==> src/rtl/rb_pkg.sv <==
package rb_pkg;
  localparam int TAG_W  = 9;
  localparam int WORD_W = 32;
  localparam int NCAT   = 4;

  typedef enum logic [1:0] {
    CAT_DEPTH   = 2'd0,
    CAT_STENCIL = 2'd1,
    CAT_COLOR   = 2'd2,
    CAT_SYNC    = 2'd3
  } rb_cat_e;

  typedef struct packed {
    logic              mark;
    logic [WORD_W-1:0] word;
  } rb_entry_t;
endpackage

==> src/rtl/rb_filter.sv <==
module rb_filter
  import rb_pkg::*;
(
  input  logic [2*NCAT-1:0] filter_i,
  input  logic [1:0]        cat_i,
  output logic              tag_en_o,
  output logic              data_en_o,
  output logic [1:0]        need_o
);
  logic [NCAT-1:0] tag_en, data_en;

  for (genvar g = 0; g < NCAT; g++) begin : g_cat
    assign tag_en[g]  = filter_i[2*g];
    assign data_en[g] = filter_i[2*g+1];
  end

  assign tag_en_o  = tag_en[cat_i];
  assign data_en_o = data_en[cat_i];
  assign need_o    = {1'b0, tag_en_o} + {1'b0, data_en_o};
endmodule

==> src/rtl/rb_fifo.sv <==
module rb_fifo
  import rb_pkg::*;
#(
  parameter int DEPTH = 16,
  localparam int AW    = (DEPTH > 1) ? $clog2(DEPTH) : 1,
  localparam int CNT_W = $clog2(DEPTH + 1)
) (
  input  logic             clk_i,
  input  logic             rst_ni,
  input  logic             push_i,
  input  rb_entry_t        push_entry_i,
  input  logic             pop_i,
  output rb_entry_t        head_o,
  output logic [CNT_W-1:0] count_o,
  output logic [CNT_W-1:0] free_o,
  output logic             empty_o,
  output logic             full_o
);
  rb_entry_t        mem [DEPTH];
  logic [AW-1:0]    wr_ptr_q, rd_ptr_q;
  logic [CNT_W-1:0] count_q;

  function automatic logic [AW-1:0] nxt(input logic [AW-1:0] p);
    return (p == AW'(DEPTH - 1)) ? '0 : p + AW'(1);
  endfunction

  always_ff @(posedge clk_i) begin
    if (push_i) mem[wr_ptr_q] <= push_entry_i;
  end

  always_ff @(posedge clk_i or negedge rst_ni) begin
    if (!rst_ni) begin
      wr_ptr_q <= '0;
      rd_ptr_q <= '0;
      count_q  <= '0;
    end else begin
      if (push_i) wr_ptr_q <= nxt(wr_ptr_q);
      if (pop_i)  rd_ptr_q <= nxt(rd_ptr_q);
      case ({push_i, pop_i})
        2'b10:   count_q <= count_q + CNT_W'(1);
        2'b01:   count_q <= count_q - CNT_W'(1);
        default: count_q <= count_q;
      endcase
    end
  end

  assign head_o  = mem[rd_ptr_q];
  assign count_o = count_q;
  assign free_o  = CNT_W'(DEPTH) - count_q;
  assign empty_o = (count_q == '0);
  assign full_o  = (count_q == CNT_W'(DEPTH));

  a_r5_no_overflow: assert property (@(posedge clk_i) disable iff (!rst_ni)
    push_i |-> (!full_o || pop_i));
  a_r4_level_bound: assert property (@(posedge clk_i) disable iff (!rst_ni)
    count_q <= CNT_W'(DEPTH));
  a_r6_no_pop_empty: assert property (@(posedge clk_i) disable iff (!rst_ni)
    pop_i |-> !empty_o);
endmodule

==> src/rtl/rb_flags.sv <==
module rb_flags (
  input  logic clk_i,
  input  logic rst_ni,
  input  logic irq_set_i,
  input  logic irq_clr_i,
  input  logic uflow_set_i,
  input  logic uflow_clr_i,
  output logic irq_o,
  output logic uflow_o
);
  logic irq_q, uflow_q;

  // set beats clear so an event is never lost
  always_ff @(posedge clk_i or negedge rst_ni) begin
    if (!rst_ni) begin
      irq_q   <= 1'b0;
      uflow_q <= 1'b0;
    end else begin
      if (irq_set_i)      irq_q <= 1'b1;
      else if (irq_clr_i) irq_q <= 1'b0;
      if (uflow_set_i)        uflow_q <= 1'b1;
      else if (uflow_clr_i)   uflow_q <= 1'b0;
    end
  end

  assign irq_o   = irq_q;
  assign uflow_o = uflow_q;

  a_r9_w1c: assert property (@(posedge clk_i) disable iff (!rst_ni)
    (irq_clr_i && !irq_set_i) |=> !irq_o);
  a_r9_set_wins: assert property (@(posedge clk_i) disable iff (!rst_ni)
    irq_set_i |=> irq_o);
endmodule

==> src/rtl/rb_out_fifo.sv <==
module rb_out_fifo
  import rb_pkg::*;
#(
  parameter int DEPTH = 16,  // >= 2 so a tag/data pair fits
  localparam int CNT_W = $clog2(DEPTH + 1)
) (
  input  logic              clk_i,
  input  logic              rst_ni,
  input  logic [2*NCAT-1:0] filter_i,
  input  logic              irq_en_i,
  input  logic              irq_clr_i,
  input  logic              uflow_clr_i,
  input  logic              item_valid_i,
  output logic              item_ready_o,
  input  logic [1:0]        item_cat_i,
  input  logic [TAG_W-1:0]  item_tag_i,
  input  logic [WORD_W-1:0] item_data_i,
  input  logic              rd_i,
  output logic [WORD_W-1:0] rd_data_o,
  output logic [CNT_W-1:0]  level_o,
  output logic              irq_o,
  output logic              underflow_o
);
  logic             tag_en, data_en;
  logic [1:0]       need;
  logic             accept, mark_item, push, pop;
  rb_entry_t        push_entry, head;
  logic [CNT_W-1:0] count, free;
  logic             empty, full;
  logic             pend_q, pend_mark_q;
  logic [WORD_W-1:0] pend_word_q, rd_data_q;

  rb_filter u_filter (
    .filter_i  (filter_i),
    .cat_i     (item_cat_i),
    .tag_en_o  (tag_en),
    .data_en_o (data_en),
    .need_o    (need)
  );

  assign item_ready_o = !pend_q && (free >= CNT_W'(need));
  assign accept       = item_valid_i && item_ready_o;
  assign mark_item    = (rb_cat_e'(item_cat_i) == CAT_SYNC) && item_data_i[WORD_W-1];

  always_comb begin
    push       = 1'b0;
    push_entry = '0;
    if (pend_q) begin
      push            = 1'b1;
      push_entry.mark = pend_mark_q;
      push_entry.word = pend_word_q;
    end else if (accept && tag_en) begin
      push            = 1'b1;
      push_entry.mark = mark_item && !data_en;  // mark goes on last word
      push_entry.word = WORD_W'(item_tag_i);
    end else if (accept && data_en) begin
      push            = 1'b1;
      push_entry.mark = mark_item;
      push_entry.word = item_data_i;
    end
  end

  always_ff @(posedge clk_i or negedge rst_ni) begin
    if (!rst_ni) begin
      pend_q      <= 1'b0;
      pend_mark_q <= 1'b0;
      pend_word_q <= '0;
    end else if (pend_q) begin
      pend_q <= 1'b0;
    end else if (accept && tag_en && data_en) begin
      pend_q      <= 1'b1;
      pend_mark_q <= mark_item;
      pend_word_q <= item_data_i;
    end
  end

  rb_fifo #(.DEPTH(DEPTH)) u_fifo (
    .clk_i        (clk_i),
    .rst_ni       (rst_ni),
    .push_i       (push),
    .push_entry_i (push_entry),
    .pop_i        (pop),
    .head_o       (head),
    .count_o      (count),
    .free_o       (free),
    .empty_o      (empty),
    .full_o       (full)
  );

  assign pop = rd_i && !empty;

  always_ff @(posedge clk_i or negedge rst_ni) begin
    if (!rst_ni)   rd_data_q <= '0;
    else if (pop)  rd_data_q <= head.word;
    else if (rd_i) rd_data_q <= '0;
  end

  rb_flags u_flags (
    .clk_i       (clk_i),
    .rst_ni      (rst_ni),
    .irq_set_i   (pop && head.mark && irq_en_i),
    .irq_clr_i   (irq_clr_i),
    .uflow_set_i (rd_i && empty),
    .uflow_clr_i (uflow_clr_i),
    .irq_o       (irq_o),
    .uflow_o     (underflow_o)
  );

  assign rd_data_o = rd_data_q;
  assign level_o   = count;

  a_r2_pair_stall: assert property (@(posedge clk_i) disable iff (!rst_ni)
    (accept && tag_en && data_en) |=> !item_ready_o);
  a_r3_drop_no_write: assert property (@(posedge clk_i) disable iff (!rst_ni)
    (accept && !tag_en && !data_en) |=> level_o <= $past(level_o));
  a_r7_empty_read: assert property (@(posedge clk_i) disable iff (!rst_ni)
    (rd_i && level_o == '0) |=> (rd_data_o == '0 && underflow_o));
  a_r8_irq_needs_en: assert property (@(posedge clk_i) disable iff (!rst_ni)
    $rose(irq_o) |-> $past(irq_en_i && rd_i));
  a_r5_stall_room: assert property (@(posedge clk_i) disable iff (!rst_ni)
    (item_valid_i && !pend_q && full && need != 2'd0) |-> !item_ready_o);
endmodule

==> config.mk <==
export PLATFORM = sky130hd
export DESIGN_NAME = rb_out_fifo
export DESIGN_NICKNAME = d
export VERILOG_FILES = /design/src/rtl/rb_pkg.sv /design/src/rtl/rb_filter.sv /design/src/rtl/rb_fifo.sv /design/src/rtl/rb_flags.sv /design/src/rtl/rb_out_fifo.sv
export SDC_FILE = /design/constraint.sdc
export NUM_CORES = 1
export LEC_CHECK = 0
export BUFFER_PORTS_ARGS = -buffer_cell sky130_fd_sc_hd__buf_2
export CAP_MARGIN = 5
export CORE_ASPECT_RATIO = 1.1
export CORE_MARGIN = 5
export CORE_UTILIZATION = 55
export DETAILED_ROUTE_END_ITERATION = 8
export HOLD_SLACK_MARGIN = 0.03
export PLACE_DENSITY = 0.68
export SYNTH_ARGS = -nofsm -noshare
export SYNTH_HDL_FRONTEND = slang
export SYNTH_SLANG_ARGS = --single-unit
==> constraint.sdc <==
create_clock -name clk_i -period 5.8 [get_ports clk_i]
set_input_delay 0.87 -clock clk_i [delete_from_list [all_inputs] [get_ports clk_i]]
set_output_delay 0.87 -clock clk_i [all_outputs]
set_load 0.05 [all_outputs]
==> flow_summary.ini <==
[logic_synthesis]
synth.distinct_cells = 54
yosys_register_bits = 609
synth_most_common_cell = edfxtp_1
avgSynthCellArea_sq_um = 21.3
synthTopCellsByArea = edfxtp_1 66%, mux4_2 13%, dfrtp_1 8.4%, mux2i_1 2.7%, mux2_4 1.7%
ys_seq_area_frac = 0.743
synth_top_flop_cell = edfxtp_1
synth.largest_area_cell = edfxtp_1
syn_inst = 1129
yosysTopAreaCellShare = 0.659
synth_area_sq_um = 24100
synth_edf_count = 528
synthArstFlopShare = 0.133
yosys-top-cells-count = 528 x edfxtp_1, 134 x mux4_2, 81 x dfrtp_1, 65 x mux2i_1, 36 x nand2b_1
synthesis.nets = 1200
synth.yosys.warnings = 0

[sta]
setup_viol = 0
fin_hold_ws_ns = 0.295
slew_headroom = 0.238
period_needed_ns = 4.45
timing.final.ws_setup_ns = 1.35
fin_skew_ns = 0.0210
grt_setup_unrepaired = false
tightest_slew_ns = 1.14
fin_crit_sh = 0.768
max_freq_mhz = 224
finalMaxSlewViolations = 0
tns_ns = 0
finalHoldViolCount = 0

[cts]
path_clk_slew_ns = 0.06
htree_levels = 2
cts_tree = built
clkLatencyLatePin_ns = 0.61
cts_hold_buf = 0
cts_buffers = 57
cts_buffer_depth = 3
cts-root-buf = clkbuf_16
cts_resized = 0
post_cts_buffers = 0
cts.sinks = 609

[floorplan]
die_h_microns = 229
die_x_microns = 209
start_util = 0.555
num_rows = 80
die_area_sq_um = 48000
num_io_pins = 98
core-area_sq_um = 43300

[grt]
grt_pass1_vias = 12300
grt_use_total = 0.215
grt_max_degree = 60
antenna_found_initial = 0
grt_pass1_wl_microns = 77200
grt.overflow.total = 0

[cells_and_area]
nets = 1328
layout-drive-gt1-share = 0.316
diodes = 0
area_delta_synth_final_pct = 12.5
fin_cells = 1880

[placed_design]
hpwl_microns = 28100
placed_cells = 1772
numPortBuffers = 97
place_congestion = 0.735
pre_cts_slack_ns = 0.737

[critical_path]
crit_family = compound AO/OA/AOI/OAI gates
crit_arrival_ns = 4.99
crit_path_start_kind = input pin
cp_num_buf_inv = 2
cp-end-kind = register
critPathKind = in -> reg
slowest_delay_ns = 0.65
path_common_cell = ha_1
crit_chain = buf_2 -> mux4_1 -> ha_1 -> ha_1 -> nand2b_1 -> a2111oi_0 -> a211oi_2 -> inv_2 -> ha_1 -> xor2_1 -> ha_1 -> nor2_1 -> a22oi_1 -> a2bb2oi_1 -> o31ai_1 -> xnor2_1
worst-path-max-fanout = 12
cp_slowest_cell = mux4_1
required_ns = 6.34

[route]
drt_iter0_markers = 990
totalWireLength_microns = 50600
avgViaCountPerCell = 6.15
postRouteAntennaNets = 0
highest_layer = met4
drt-met1-wl_microns = 21700
first_pass_iters = 5
wl_per_cell_microns = 26.9
num_vias = 11600
met3_wirelength_microns = 3120
drc = 0
met2WireLength_microns = 24700

[power_and_ir_drop]
clkPwrFrac = 0.270
ir_drop_mv = 0.287
power.switching_mw = 4.05
p_int_mw = 9.03
p_leak_nw = 9.28
seqPwrFrac = 0.459
netSwitchingFraction = 0.310
p_comb_frac = 0.271
finalPower_mw = 13.1
powerDensity_nw_per_um2 = 483

[status]
status = completed

[job]
drv_cap = 0

[worst_hold_path]
hold_class = in -> async
-- power groups by stage --
stage | Clock, mW | Sequential [mW] | Combinational, mW
after floorplan | 0 | 6.19 | 2.48
after global placement | 0 | 6.08 | 3.54
after detailed placement | 0 | 6.10 | 3.58
after CTS | 3.60 | 6.02 | 3.60
after global routing | 3.79 | 6.08 | 3.81
final | 3.53 | 6.01 | 3.55
-- stage by stage --
step,utilization,instance area (sq um)
final,0.624,27100
after global routing,0.624,27100
after CTS,0.624,27100
after detailed placement,0.584,25300
after global placement,0.584,25300
after floorplan,-,24100
-- final timing paths --
path                                                from                             to  slack (ns)  cells past startpoint
max in group asynchronous                         rst_ni               pend_q$_DFF_PN0_        4.35                      2
min reg2reg                    rd_data_o[14]$_DFFE_PN0P_      rd_data_o[14]$_DFFE_PN0P_        0.49                      2
min                                               rst_ni    pend_word_q[21]$_DFFE_PN0P_        0.29                      1
max                                        item_cat_i[0]  u_fifo.count_o[4]$_DFFE_PN0P_        1.35                     16
min in group clk_i                             irq_clr_i      u_flags.irq_o$_DFFE_PN0P_        0.45                      2
max reg2reg                u_fifo.count_o[0]$_DFFE_PN0P_  u_fifo.count_o[4]$_DFFE_PN0P_        1.76                     16
-- sequential cells by signal, indices dropped and copies added (netlist names) --
signal	flops
u_fifo.mem	528
pend_word_q	32
rd_data_o	32
u_fifo.count_o	5
u_fifo.rd_ptr_q	4
u_fifo.wr_ptr_q	4
pend_mark_q	1
pend_q	1
u_flags.irq_o	1
u_flags.uflow_o	1
-- layout make-up --
type,count,area (sq um)
Clock buffer,86,1600
Inverter,13,48.8
Tap cell,574,718
Clock inverter,22,169
Multi-Input combinational cell,443,5870
Timing Repair Buffer,133,771
Fill cell,2998,16300
Sequential cell,609,17900
-- cell families (layout without fill, tap and decap cells) --
family,count (synthesis),in the layout,share of synthesized area
flip-flops,609,609,0.743
multiplexers,234,234,0.174
AND/OR/NAND/NOR,95,95,0.0239
AO/OA/AOI/OAI,91,91,0.0333
buffers and inverters,77,254,0.0154
adder cells (fa/ha/maj),13,13,0.00676
XOR/XNOR,10,10,0.00364
-- cell usage in the layout (no fill, tap or decap), drive strengths merged, types with 2 or more instances in the layout --
master,count
edfxtp,528
mux4,135
buf,133
clkbuf,86
dfrtp,81
mux2i,65
nand2b,36
mux2,34
o221ai,32
a22o,23
clkinv,16
inv,16
and2,14
ha,13
nand2,10
a221o,9
nor3,8
o21ai,7
nor2,7
xnor2,6
nand3,5
a21oi,5
xor2,4
and3,4
nor2b,3
nor3b,2
nand4,2
bufinv,2
a211oi,2
-- layer usage --
metal / vias up / GRT usage
met5: - / 0
met4: 0 / 0.0585
met3: 70 / 0.0401
met2: 364 / 0.344
met1: 6168 / 0.310
li1: 4952 / -
Power figures use the tool's default switching activity.
